### config.mk
export PLATFORM = sky130hd
export DESIGN_NAME = tpLatchPipeline
export DESIGN_NICKNAME = d
export VERILOG_FILES = /design/src/rtl/tpPipePkg.sv /design/src/rtl/tpCElement.sv /design/src/rtl/tpLatchCtrl.sv /design/src/rtl/tpLatchData.sv /design/src/rtl/tpLatchPipeline.sv
export SDC_FILE = /design/constraint.sdc
export NUM_CORES = 1
export LEC_CHECK = 0
export ABC_CLOCK_PERIOD_IN_PS = 4150
export CAP_MARGIN = 15
export CORE_UTILIZATION = 50
export CTS_CLUSTER_DIAMETER = 200
export DETAILED_ROUTE_END_ITERATION = 16
export PLACE_DENSITY = 0.75
export REMOVE_ABC_BUFFERS = 1
export SYNTH_ARGS = -nofsm -noshare
export SYNTH_HDL_FRONTEND = slang
export SYNTH_SLANG_ARGS = --single-unit
### constraint.sdc
create_clock -name clk -period 4.15 [get_ports clk]
set_input_delay 0.83 -clock clk [delete_from_list [all_inputs] [get_ports clk]]
set_output_delay 0.83 -clock clk [all_outputs]
set_load 0.005 [all_outputs]
### src/rtl/tpPipePkg.sv
package tpPipePkg;
  // per-stage strobes from controller to datapath
  typedef struct packed {
    logic open;  // stage empty, latch transparent
    logic load;  // new item captured on this edge
  } stageStrobe_t;
endpackage

### src/rtl/tpCElement.sv
module tpCElement (
  input  logic clk,
  input  logic rstN,
  input  logic inA,
  input  logic inB,
  output logic outC
);
  always_ff @(posedge clk) begin
    if (!rstN) outC <= 1'b0;
    else if (inA == inB) outC <= inA;
  end


  celem_agree_chk: assert property (@(posedge clk) disable iff (!rstN)
    (outC != $past(outC)) |-> ($past(inA) == outC && $past(inB) == outC));
endmodule

### src/rtl/tpLatchCtrl.sv
module tpLatchCtrl
  import tpPipePkg::*;
#(
  parameter int STAGES = 4
) (
  input  logic         clk,
  input  logic         rstN,
  input  logic         reqIn,
  input  logic         ackMerged,
  output logic         ackOut,
  output logic         reqOut,
  output stageStrobe_t strobe [STAGES]
);
  localparam int LAST = STAGES - 1;

  logic [STAGES-1:0] doneQ;
  logic [STAGES-1:0] reqSrc;
  logic [STAGES-1:0] ackSrc;

  for (genvar s = 0; s < STAGES; s++) begin : g_stage
    if (s == 0) begin : g_head
      assign reqSrc[s] = reqIn;
    end else begin : g_body
      assign reqSrc[s] = doneQ[s-1];
    end
    if (s == LAST) begin : g_tail
      assign ackSrc[s] = ackMerged;
    end else begin : g_mid
      assign ackSrc[s] = doneQ[s+1];
    end

    always_comb begin
      strobe[s].open = ~(doneQ[s] ^ ackSrc[s]);
      strobe[s].load = strobe[s].open & (reqSrc[s] ^ doneQ[s]);
    end

    always_ff @(posedge clk) begin
      if (!rstN) doneQ[s] <= 1'b0;
      else if (strobe[s].load) doneQ[s] <= reqSrc[s];
    end
  end

  assign ackOut = doneQ[0];
  assign reqOut = doneQ[LAST];


  ack_needs_req_chk: assert property (@(posedge clk) disable iff (!rstN)
    (ackOut != $past(ackOut)) |-> ($past(reqIn) != $past(ackOut)));


  handshake_spacing_chk: assert property (@(posedge clk) disable iff (!rstN)
    (ackOut != $past(ackOut)) |=> $stable(ackOut));
endmodule

### src/rtl/tpLatchData.sv
module tpLatchData
  import tpPipePkg::*;
#(
  parameter int WIDTH  = 8,
  parameter int STAGES = 4
) (
  input  logic               clk,
  input  logic               rstN,
  input  logic [WIDTH-1:0]   dataIn,
  input  stageStrobe_t       strobe [STAGES],
  output logic [WIDTH-1:0]   dataOut
);
  logic [WIDTH-1:0] word [STAGES];

  for (genvar s = 0; s < STAGES; s++) begin : g_word
    logic [WIDTH-1:0] src;
    if (s == 0) begin : g_head
      assign src = dataIn;
    end else begin : g_body
      assign src = word[s-1];
    end
    always_ff @(posedge clk) begin
      if (!rstN) word[s] <= '0;
      else if (strobe[s].load) word[s] <= src;
    end
  end

  assign dataOut = word[STAGES-1];
endmodule

### src/rtl/tpLatchPipeline.sv
module tpLatchPipeline
  import tpPipePkg::*;
#(
  parameter int WIDTH  = 8,
  parameter int STAGES = 4
) (
  input  logic             clk,
  input  logic             rstN,
  input  logic             reqIn,
  input  logic [WIDTH-1:0] dataIn,
  output logic             ackOut,
  output logic             reqOut,
  output logic [WIDTH-1:0] dataOut,
  input  logic             ackInA,
  input  logic             ackInB
);
  stageStrobe_t strobe [STAGES];
  logic ackMerged;

  tpCElement i_ackJoin (
    .clk  (clk),
    .rstN (rstN),
    .inA  (ackInA),
    .inB  (ackInB),
    .outC (ackMerged)
  );

  tpLatchCtrl #(.STAGES(STAGES)) i_ctrl (
    .clk       (clk),
    .rstN      (rstN),
    .reqIn     (reqIn),
    .ackMerged (ackMerged),
    .ackOut    (ackOut),
    .reqOut    (reqOut),
    .strobe    (strobe)
  );

  tpLatchData #(.WIDTH(WIDTH), .STAGES(STAGES)) i_data (
    .clk     (clk),
    .rstN    (rstN),
    .dataIn  (dataIn),
    .strobe  (strobe),
    .dataOut (dataOut)
  );


  reset_zero_chk: assert property (@(posedge clk)
    !rstN |=> (!ackOut && !reqOut && dataOut == '0));


  pending_hold_chk: assert property (@(posedge clk) disable iff (!rstN)
    (reqOut != ackMerged) |=> ($stable(reqOut) && $stable(dataOut)));
endmodule

[Word-level counts from Yosys, hierarchy flattened]
Memories as Yosys holds them, arrays and structs flattened.
Index checks and enable logic that the tools add are counted.
Cells by class
  add/sub/neg operators: 0
  multiply operators: 0
  divide/modulo/power cells: 0
  magnitude comparators: 0
  eq/ne operators: 1
  shifts and indexed selects: 0
  muxes and demuxes: 17
  bitwise operators: 17
  reductions and logical operators: 0
Operator list (count)
  $mux 8: 4
  $mux 1: 13
  $xor 1x1->1: 5
  $and 1x1->1: 4
  $not 1->1: 4
  $or 1x1->1: 4
  $eq 1x1->1: 1
Word-level totals
  flip-flop bits (word level): 5
  latch bits: 0
  memory bits (writable): 32
  bits in read-only memories: 0
  input port bits: 13
  output and inout port bits: 10
  word-level logic and storage cells: 41
  memories: 1
Memories
  i_data.word: depth 4, bits a word 8, rd ports 4, clocked after Yosys merged registers in 0, wr ports 4, line tpLatchData.sv:13  | logic [WIDTH-1:0] word [STAGES];

[Depth between registers and ports, before layout]
  word-level depth: 7
  mapped depth: 4
  gate-level depth less buffers: 3

[Hierarchy]
A second synthesis with hierarchy kept.
Second synthesis, totals
  cells, all modules: 110
  area, all modules: 1539.0 sq um
Modules (own cells, without submodules)
  tpLatchData: times used 1, cells an instance 71, area each 1219.9 sq um, sequential area each 960.9 sq um
  tpLatchCtrl: times used 1, cells an instance 35, area each 282.8 sq um, sequential area each 80.1 sq um
  tpCElement: times used 1, cells an instance 4, area each 36.3 sq um, sequential area each 20.0 sq um

[Worst setup path after synthesis]
Ideal clock, no wire load.
  path type: input to register
  start point: input port reqIn
  end point: memory i_data.word[0][0] (enable)
  library setup time: 329 ps
  data arrival time: 1365 ps
  data required time: 3821 ps
  setup slack: 2456 ps
  stages: 3
  path buffers: 0
  path through: nand3b_1 -> o21ai_2 -> or2_1
RTL lines
  from (decl): line tpLatchPipeline.sv:9  | input logic reqIn,
  to (decl): line tpLatchData.sv:13

[Worst setup path after layout]
  start point: register i_ctrl.doneQ[0] (netlist: i_ctrl.ackOut)
  end point: output port ackOut
RTL lines
  from (decl): line tpLatchCtrl.sv:16  | logic [STAGES-1:0] doneQ;
  from (signal, indexed assignment): line tpLatchCtrl.sv:39  | else if (strobe[s].load) doneQ[s] <= reqSrc[s];
  to (decl): line tpLatchPipeline.sv:11  | output logic ackOut,
No word-level cell between the ends.

==> results.json <==
{
  "rsz0062_at_grt": "false",
  "critical_path_buf_inv_count": 1,
  "syn_inst": 105,
  "vias": 855,
  "cts_resized": 0,
  "cts_max_path_buffers": 2,
  "grt_usage": 0.142,
  "gp_congestion": 0.702,
  "viasPerCell": 5.25,
  "setup_violations": 0,
  "grt_first_pass_wirelength_mm": 3.19,
  "yosysTopAreaCellShare": 0.650,
  "relSlewSlack": 0.781,
  "cts_setup_buffers": 0,
  "wl_per_cell_um": 11.9,
  "ys_top_cells_by_area": "edfxtp_1 65%, and3_1 14%, dfxtp_1 6.8%",
  "p_leak_nw": 0.755,
  "slowest_stage": "clkdlybuf4s50_1",
  "cp_max_fo": 7,
  "met1_usage": 0.137,
  "start_util": 0.531,
  "cts_hold_buf": 0,
  "synth-seq-cells": 37,
  "drv_cap": 0,
  "clock-sinks": 37,
  "cts_tree": "built",
  "n_fill_cell": 197,
  "crit_family": "buffers and inverters",
  "die_w_um": 56.4,
  "cp.required_ns": 3.32,
  "finalHoldViolCount": 0,
  "final_net_count": 144,
  "critical_path.cell_chain": "clkdlybuf4s50_1",
  "gr-max-usage-layer": "met2",
  "fin_crit_sh": 0.521,
  "fin_ws_ns": 1.99,
  "overflow": 0,
  "drive_gt1_frac": 0.106,
  "status": "finished clean",
  "grt_max_degree": 34,
  "cts_max_level": 2,
  "row_count": 19,
  "grt_pass1_vias": 781,
  "cp-start-kind": "register",
  "cts_buffers": 5,
  "drc": 0,
  "fin_crit_ns": 2.16,
  "preCtsSetupSlack_ns": 1.74,
  "synth_top_cell_by_area": "edfxtp_1",
  "worst_pin_slew_ns": 0.329,
  "die_h_um": 56.4,
  "clockRootBuffer": "clkbuf_4",
  "vdd_drop_max_v": 0.000363,
  "cp-end-kind": "output pin",
  "cellPowerDensity_mw_per_mm2": 408,
  "drt_iter0_drc": 31,
  "ys_warn_count": 0,
  "synth_cell_types": 18,
  "slew_viol_final": 0,
  "clk_pin_slew_ns": 0.10,
  "antenna_found_initial": 0,
  "drt_first_pass_iters": 4,
  "die-area_mm2": 0.00318,
  "syn_area_mm2": 0.00148,
  "hold_class": "register to register",
  "fmax_mhz": 463,
  "fin_tns_setup_ns": 0,
  "critPathMaxStageDelay_ns": 0.55,
  "antenna_cells": 0,
  "ys_seq_area_frac": 0.718,
  "drtAntennaViolNets": 0,
  "avgSynthCellArea_um2": 14.1,
  "grt_use_met2": 0.245,
  "io_pins": 23,
  "post-place-cells": 155,
  "final_cells": 163,
  "clk_latency_ns": 0.33,
  "critical_path_arrival_ns": 1.33,
  "wl_mm": 1.94,
  "syn_to_final_growth_pct": 20.9,
  "core-area_mm2": 0.00278,
  "grt_util_met3": 0.0484,
  "finClkSkew_ns": 0.00684,
  "critical_path_class": "register to output pin",
  "numPortBuffers": 22
}
## registers in the layout, summed over array words and instances (netlist names)
| register | cells |
|---|---|
| i_ctrl.ackOut | 1 |
| i_ackJoin.outC | 1 |
| i_data.word | 32 |
| i_ctrl.reqOut | 1 |
| i_ctrl.ackSrc | 2 |
## power breakdown
| group | internal [W] | switching [W] |
|---|---|---|
| clock | 0.0000836 | 0.000106 |
| sequential | 0.000443 | 0.0000146 |
| combinational | 0.0000427 | 0.0000378 |
## worst register-to-register path, delay by kind of cell (launching register included)
family	cells	cell delay [ns]
flip-flops	1	0.51
AND/OR/NAND/NOR	2	0.46
AO/OA/AOI/OAI	1	0.30
## path summary, 6_finish.rpt
path                                      start                         endpoint  slack [ns]  cells past startpoint
hold / removal      i_ackJoin.outC$_SDFFE_PN0N_      i_ackJoin.outC$_SDFFE_PN0N_        0.52                      2
hold reg to reg     i_ackJoin.outC$_SDFFE_PN0N_      i_ackJoin.outC$_SDFFE_PN0N_        0.52                      2
setup reg to reg  i_ctrl.ackSrc[1]$_SDFFE_PN0P_  i_data.word[3][1]$_SDFFCE_PN0P_        2.57                      3
setup / recovery     i_ctrl.ackOut$_SDFFE_PN0P_                           ackOut        1.99                      1
## final cells by class
cell class / count / area (um2) / share of cell area
clock buffer: 8 / 58.8 / 0.0329
inverter: 4 / 15.0 / 0.00840
multi-input combinational: 60 / 385 / 0.216
sequential: 37 / 1060 / 0.594
tap: 31 / 38.8 / 0.0217
timing repair buffer: 23 / 228 / 0.127
## cell families (layout without fill, tap and decap cells)
logic type,Yosys count,count (layout),share of synthesized area
simple gates,47,47,0.197
compound gates,12,12,0.0559
flops,37,37,0.718
fa+ha+maj,1,1,0.00762
buf+inv,8,35,0.0212
## metal layers
| layer | wire (um) | up-vias |
|---|---|---|
| met4 | 65 | 0 |
| met3 | 75 | 8 |
| met1 | 820 | 377 |
| met5 | 0 | - |
| met2 | 976 | 24 |
| li1 | - | 446 |
## metrics by stage
stage               power (W)  hold slack (ns)  instance area (um2)   util
floorplan            0.000505            0.470                 1460      -
global placement     0.000543            0.491                 1730  0.621
detailed placement   0.000548            0.497                 1730  0.621
CTS                  0.000736            0.517                 1790  0.642
global route         0.000760            0.547                 1790  0.642
finish               0.000728            0.517                 1790  0.642
## layout by cell type (no fill, tap or decap)
master,synthesis,final
o21ai_0,4,4
nand2b_1,3,3
edfxtp_1,32,32
inv_1,3,3
dfxtp_1,5,5
clkdlybuf4s50_1,0,22
and3_1,32,32
a21oi_1,4,4
nand3b_1,2,2
clkbuf_8,0,1
nand2_1,4,4
or2_1,4,4
o21ai_2,2,2
clkbuf_4,0,5
nand2b_4,1,1
maj3_2,1,1
nor2_1,1,1
o22ai_2,2,2
clkbuf_1,3,2
buf_4,0,1
inv_2,1,1
## cells in the mapped netlist
cell / instances
a21oi_1: 4
and3_1: 32
buf_2: 1
clkbuf_1: 3
dfxtp_1: 5
edfxtp_1: 32
inv_1: 3
inv_2: 1
maj3_2: 1
nand2_1: 4
nand2b_1: 3
nand2b_4: 1
nand3b_1: 2
nor2_1: 1
o21ai_0: 4
o21ai_2: 2
o22ai_2: 2
or2_1: 4
Note: power is estimated with default switching activity, not from simulation.
